File: src/rtl/exc_vector_unit.sv
module exc_vector_unit #(
  parameter int AW = 32,
  parameter logic [AW-1:0] VEC_BASE = 32'h0000_0200,
  parameter logic [AW-1:0] COMMON_ENTRY = 32'h0000_0180,
  parameter int VEC_STRIDE = 32
) (
  input  logic          clk,
  input  logic          rst_n,
  input  logic          ev_irq,
  input  logic          ev_syscall,
  input  logic          ev_ovf,
  input  logic          ev_undef,
  input  logic          ev_fault,
  input  logic          fault_ext,
  input  logic          irq_en,
  input  logic          vec_mode,
  input  logic          eret,
  input  logic [AW-1:0] cur_pc,
  output logic          redir_valid,
  output logic [AW-1:0] redir_pc,
  output logic [AW-1:0] saved_pc,
  output logic [3:0]    cause,
  output logic          busy
);
  localparam int SH = $clog2(VEC_STRIDE);

  logic          irq_ok, any_int, take;
  logic [2:0]    code;
  logic          origin;
  logic [AW-1:0] target;

  assign irq_ok  = ev_irq & irq_en & ~busy;
  assign any_int = ev_fault | ev_undef | ev_ovf | ev_syscall;
  assign take    = any_int | irq_ok;

  always_comb begin
    code = 3'd0;
    origin = 1'b1;
    if (ev_fault) begin
      code = 3'd4; origin = fault_ext;
    end else if (ev_undef) begin
      code = 3'd3; origin = 1'b0;
    end else if (ev_ovf) begin
      code = 3'd2; origin = 1'b0;
    end else if (ev_syscall) begin
      code = 3'd1; origin = 1'b0;
    end
  end

  assign target = vec_mode ? VEC_BASE + (AW'(code) << SH) : COMMON_ENTRY;

  always_ff @(posedge clk) begin
    if (!rst_n) begin
      redir_valid <= 1'b0;
      redir_pc    <= '0;
      saved_pc    <= '0;
      cause       <= '0;
      busy        <= 1'b0;
    end else if (take) begin
      redir_valid <= 1'b1;
      redir_pc    <= target;
      saved_pc    <= cur_pc;
      cause       <= {origin, code};
      busy        <= 1'b1;
    end else if (eret) begin
      redir_valid <= 1'b1;
      redir_pc    <= saved_pc;
      busy        <= 1'b0;
    end else begin
      redir_valid <= 1'b0;
    end
  end

  a_r4_pc_capture: assert property (@(posedge clk) disable iff (!rst_n)
    ev_ovf |=> saved_pc == $past(cur_pc));

  a_r5_fault_vector: assert property (@(posedge clk) disable iff (!rst_n)
    (ev_fault && vec_mode) |=> (redir_pc == VEC_BASE + (AW'(4) << SH)) && cause[2:0] == 3'd4);

  a_r6_common_entry: assert property (@(posedge clk) disable iff (!rst_n)
    (ev_undef && !vec_mode) |=> redir_pc == COMMON_ENTRY);

  a_r7_irq_blocked: assert property (@(posedge clk) disable iff (!rst_n)
    (ev_irq && (!irq_en || busy) && !ev_fault && !ev_undef && !ev_ovf && !ev_syscall && !eret)
      |=> !redir_valid && $stable(cause) && $stable(saved_pc));

  a_r9_return: assert property (@(posedge clk) disable iff (!rst_n)
    (eret && !ev_irq && !ev_fault && !ev_undef && !ev_ovf && !ev_syscall)
      |=> redir_valid && !busy && redir_pc == $past(saved_pc));

  a_r10_event_beats_return: assert property (@(posedge clk) disable iff (!rst_n)
    (eret && ev_syscall) |=> busy && cause[2:0] != 3'd0);

  a_r11_busy_set: assert property (@(posedge clk) disable iff (!rst_n)
    ev_undef |=> busy);
endmodule

File: config.mk
export PLATFORM = sky130hd
export DESIGN_NAME = exc_vector_unit
export DESIGN_NICKNAME = d
export VERILOG_FILES = /design/src/rtl/exc_vector_unit.sv
export SDC_FILE = /design/constraint.sdc
export NUM_CORES = 1
export LEC_CHECK = 0
export ABC_AREA = 1
export CAP_MARGIN = 5
export CORE_MARGIN = 2
export CORE_UTILIZATION = 30
export CTS_BUF_LIST = sky130_fd_sc_hd__clkbuf_16
export CTS_CLUSTER_DIAMETER = 200
export DETAILED_ROUTE_END_ITERATION = 16
export PLACE_DENSITY = 0.7
export SLEW_MARGIN = 20
export SYNTH_ARGS = -nofsm -noshare
export SYNTH_HDL_FRONTEND = slang
export SYNTH_SLANG_ARGS = --single-unit
File: constraint.sdc
create_clock -name clk -period 1.52 [get_ports clk]
set_clock_uncertainty 0.1 [all_clocks]
set_input_delay 0.152 -clock clk [delete_from_list [all_inputs] [get_ports clk]]
set_output_delay 0.152 -clock clk [all_outputs]
set_load 0.01 [all_outputs]
# Yosys cells after proc, flatten, opt, wreduce, memory -nomap -nowiden
# Index checks and enable logic that the tools add are counted.
# Widths: inputs -> output; s select.
[op_classes]
reduce_logical = 1
bitwise = 7
mux = 15
addsub = 1
[op_table]
columns = ["op", "count"]
rows = [
  ["$mux 32", 2],
  ["$add 10x8->11 const A", 1],
  ["$mux 11", 1],
  ["$mux 1", 9],
  ["$mux 2", 2],
  ["$or 1x1->1", 4],
  ["$mux 3", 1],
  ["$and 1x1->1", 2],
  ["$reduce_bool 2->1", 1],
  ["$not 1->1", 1],
]
[totals]
regBits = 70
wordCells = 29
inputBits = 43
out_inout_bits = 70

# Depth between registers and ports, before layout
[logic_depth]
word_depth = 7
mapped_depth = 9

# Worst setup path before layout
# No wires, ideal clock.
[synth_timing]
kind = "register to register"
from = "register busy"
to = "register redir_pc[22]"
t_arrival_ps = 1172
path_slack_ps = 178
period_less_slack_ps = 1342
stages_incl_launch_ff = 9
setup_ps = 70
cell_sequence = "dfxtp_1 -> nor2_1 -> nor2_4 -> nand2_2 -> inv_2 -> buf_4 -> buf_6 -> nand2_1 -> a21oi_1"
[synth_via]
elab_chain_len = 4
word_cells_on_any_way = 5
classes_between = "mux: 1; bitwise: 3; reduce/logical: 1"
[synth_lines]
columns = ["element", "line", "text"]
rows = [
  ["from (decl)", "23", "output logic busy"],
  ["from (signal assigned)", "58", "busy <= 1'b0;"],
  ["from (signal assigned)", "64", "busy <= 1'b1;"],
  ["from (signal assigned)", "68", "busy <= 1'b0;"],
  ["$not 1->1 *", "32", "assign irq_ok = ev_irq & irq_en & ~busy;"],
  ["$and 1x1->1 *", "32", ""],
  ["$or 1x1->1 *", "34", "assign take = any_int | irq_ok;"],
  ["$mux 32 / $reduce_bool 2->1 (equally long branches)", "n/a", ""],
  ["to (signal assigned)", "61", "redir_pc <= target;"],
  ["to (signal assigned)", "67", "redir_pc <= saved_pc;"],
  ["to (decl)", "20", "output logic [AW-1:0] redir_pc,"],
]
# Mark *: on every way between the ends. The rest lies on a longest branch, timed or not.
# A chain may end at the register's enable or synchronous reset.

# Worst setup path after layout
[layout_timing]
from = "register saved_pc[9]"
to = "output saved_pc[9]"
[layout_rtl]
columns = ["element", "line", "text"]
rows = [
  ["from (decl)", "21", "output logic [AW-1:0] saved_pc,"],
  ["from (signal assigned)", "62", "saved_pc <= cur_pc;"],
]
# No word-level cell between the ends.

==> results.py <==
metrics = {
    "outcome": {
        "status": "finished clean",
    },
    "sta": {
        "whs_ns": 0.287,
        "max_slew_margin_pct": 79.5,
        "min_period_ns": 1.48,
        "slew_violations": 0,
        "finalSetupViolCount": 0,
        "setup_slack_ns": 0.0351,
        "fmax_mhz": 673,
        "tightestPinTransition_ns": 0.308,
        "finalSetupTns_ns": 0,
        "hold_viol": 0,
        "fin_crit_sh_pct": 97.7,
    },
    "die": {
        "ioPinCount": 113,
        "die_height_um": 96.0,
        "coreArea_um2": 8220,
        "start_util_pct": 30.9,
        "die_x_um": 96.0,
        "dieArea_um2": 9210,
        "num_rows": 33,
    },
    "cells_and_area": {
        "utilization_pct": 51.4,
        "drive_above_1_share_pct": 8.43,
        "fill_cells": 831,
        "multi_input_area_um2": 1000,
        "num_antenna_cells": 0,
        "area_delta_synth_final_pct": 66.5,
        "seqCellArea_um2": 1400,
        "fin_nets": 489,
    },
    "critical_path": {
        "timing.rr.end": "redir_pc[31]$_SDFFE_PN0P_",
        "critPathBufInv": 1,
        "arrival_ns": 1.23,
        "cp-startpoint": "saved_pc[9]$_SDFFE_PN0P_",
        "end_kind": "primary output",
        "slowest_delay_ns": 0.55,
        "crit_path_max_fanout": 3,
        "worst_setup_path_start_kind": "flip-flop",
        "crit_required_ns": 1.27,
        "slowest_stage": "clkdlybuf4s50_1",
        "r2r-start": "busy$_SDFFE_PN0P_",
        "r2r_cells": 7,
        "criticalPathCategory": "reg -> out",
        "cp_cell_sequence": "clkdlybuf4s50_1",
        "critPathTopFamily": "buffers and inverters",
        "r2r_slack_ns": 0.20,
    },
    "grt": {
        "antenna_found_initial": 0,
        "grt_pass1_wl_um": 11600,
        "grt_pass1_vias": 2460,
        "grt-ovfl-total": 0,
        "grt_usage_pct": 16.5,
        "grt_max_degree": 38,
    },
    "worst_hold_path": {
        "hold_path.class": "in -> reg",
        "worstHoldPathCells": 3,
        "hp-start": "cur_pc[16]",
        "hold_end": "saved_pc[16]$_SDFFE_PN0P_",
    },
    "clock_network": {
        "clock_latency_ns": 0.32,
        "cts_buffers": 9,
        "cts_setup_buffers": 0,
        "cts-root-buf": "clkbuf_16",
        "hold_buffers": 0,
        "numClockSinks": 70,
        "cts_tree": "done",
        "cts_buffer_depth": 2,
        "path_clk_slew_ns": 0.05,
        "h-tree-depth": 3,
    },
    "pwr": {
        "ir_drop_mv": 0.623,
        "p_leak_nw": 1.98,
        "powerDensity_nw_per_um2": 1050,
        "total_power_mw": 4.42,
    },
    "route": {
        "dr.first_iter.drc_count": 129,
        "final_antenna_net_count": 0,
        "wirelength_um": 7410,
        "num_vias": 2554,
        "dr.pass1.iters": 4,
        "wl_per_cell_um": 13.3,
        "vias_per_cell": 4.59,
        "remaining_drc_errors": 0,
    },
    "placement": {
        "place.gp.congestion": 0.801,
        "dpl_worst_slack_ns": -0.219,
        "dpl.hpwl_um": 5340,
        "port_buffers": 112,
    },
    "synthesis": {
        "synth.top_cells.by_count": "108 x nand2_1, 70 x dfxtp_1, 66 x a21oi_1",
        "yosysTopAreaCell": "dfxtp_1",
        "synth.distinct_cells": 16,
        "yosys-top-cells-area": "dfxtp_1 55%, nand2_1 16%, a21oi_1 13%",
        "synth.top_cell.area_share_pct": 55.2,
        "synthArstFlopShare_pct": 0,
        "netlist_area_um2": 2540,
        "yosys_warnings": 0,
        "synth_edf_count": 0,
        "syn_nets": 372,
        "ys_ff_latch": 70,
        "ys.flop_type": "dfxtp_1",
        "synth.avg_cell_area_um2": 7.72,
        "yosysMostFrequentCell": "nand2_1",
        "ys_seq_area_share_pct": 55.2,
        "synthCells": 329,
    },
    "run": {
        "maxCapViolCount": 0,
    },
}
state kept, by name (all words and copies together), names as in the netlist:
signal and cells:
busy 1, saved_pc 32, redir_valid 1, redir_pc 32, cause 4
where the power goes:
group | total, mW | leakage, nW | internal, mW | switching (mW)
registers | 1.95 | 0.575 | 1.91 | 0.0481
logic | 0.466 | 1.27 | 0.261 | 0.205
clock network | 2.00 | 0.133 | 1.25 | 0.747
layer usage:
layer / up-vias / wire [um] / GRT usage [%]
met4: 0 / 127 / 4.88
met1: 1166 / 3190 / 20.1
met3: 10 / 525 / 6.97
li1: 1300 / - / -
met5: - / 0 / 0
met2: 78 / 3570 / 26.3
stage by stage:
stage          instance area, um^2  std cells
2_1_floorplan                 2540        329
3_3_place_gp                  3840        539
3_5_place_dp                  3840        539
4_1_cts                       4130        555
5_1_grt                       4230        556
6_report                      4230        556
cells in the final DEF (no fill, tap or decap):
master / n
inv_1: 7
buf_12: 3
clkinvlp_4: 3
nor2_2: 2
dlymetal6s2s_1: 26
buf_4: 13
nor2_4: 1
clkinv_1: 2
inv_4: 1
nor2_1: 11
inv_2: 1
a21oi_1: 66
bufinv_16: 1
clkinv_2: 1
nand3_1: 36
dfxtp_1: 70
dlygate4sd2_1: 1
o21ai_0: 2
clkdlybuf4s50_1: 85
nand2_2: 2
clkbuf_16: 10
nand2_1: 107
what timing repair did:
item | CTS | global route
pin swaps | 0 | 1
cloned | 0 | 1
resized for setup | 1 | 29
setup endpoints to repair | 1 | 27
worst max-delay path by stage:
| stage | cells after the start | to | slack, ns |
|---|---|---|---|
| after CTS | 1 | saved_pc[7] | 0.004 |
| final | 1 | saved_pc[9] | 0.04 |
| after global routing | 9 | redir_pc[25]$_SDFFE_PN0P_ | -0.006 |
| after global placement | 9 | redir_pc[2]$_SDFFE_PN0P_ | -0.15 |
| after floorplan | 8 | redir_pc[22]$_SDFFE_PN0P_ | 0.18 |
| after detailed placement | 9 | redir_pc[25]$_SDFFE_PN0P_ | -0.22 |
kinds of logic after synthesis:
logic type      after synthesis  synth area share [%]
compound gates               68                  13.4
buf+inv                      32                  5.62
flops                        70                  55.2
simple gates                159                  25.8
cell type report:
class,instances,area share [%]
clock buffer,9,5.33
tap,105,3.11
timing repair buffer,129,32.4
inverter,9,0.858
sequential,70,33.2
clock inverter,7,1.54
multi-input combinational,227,23.7
No activity file was read; power rests on OpenSTA's default activity.
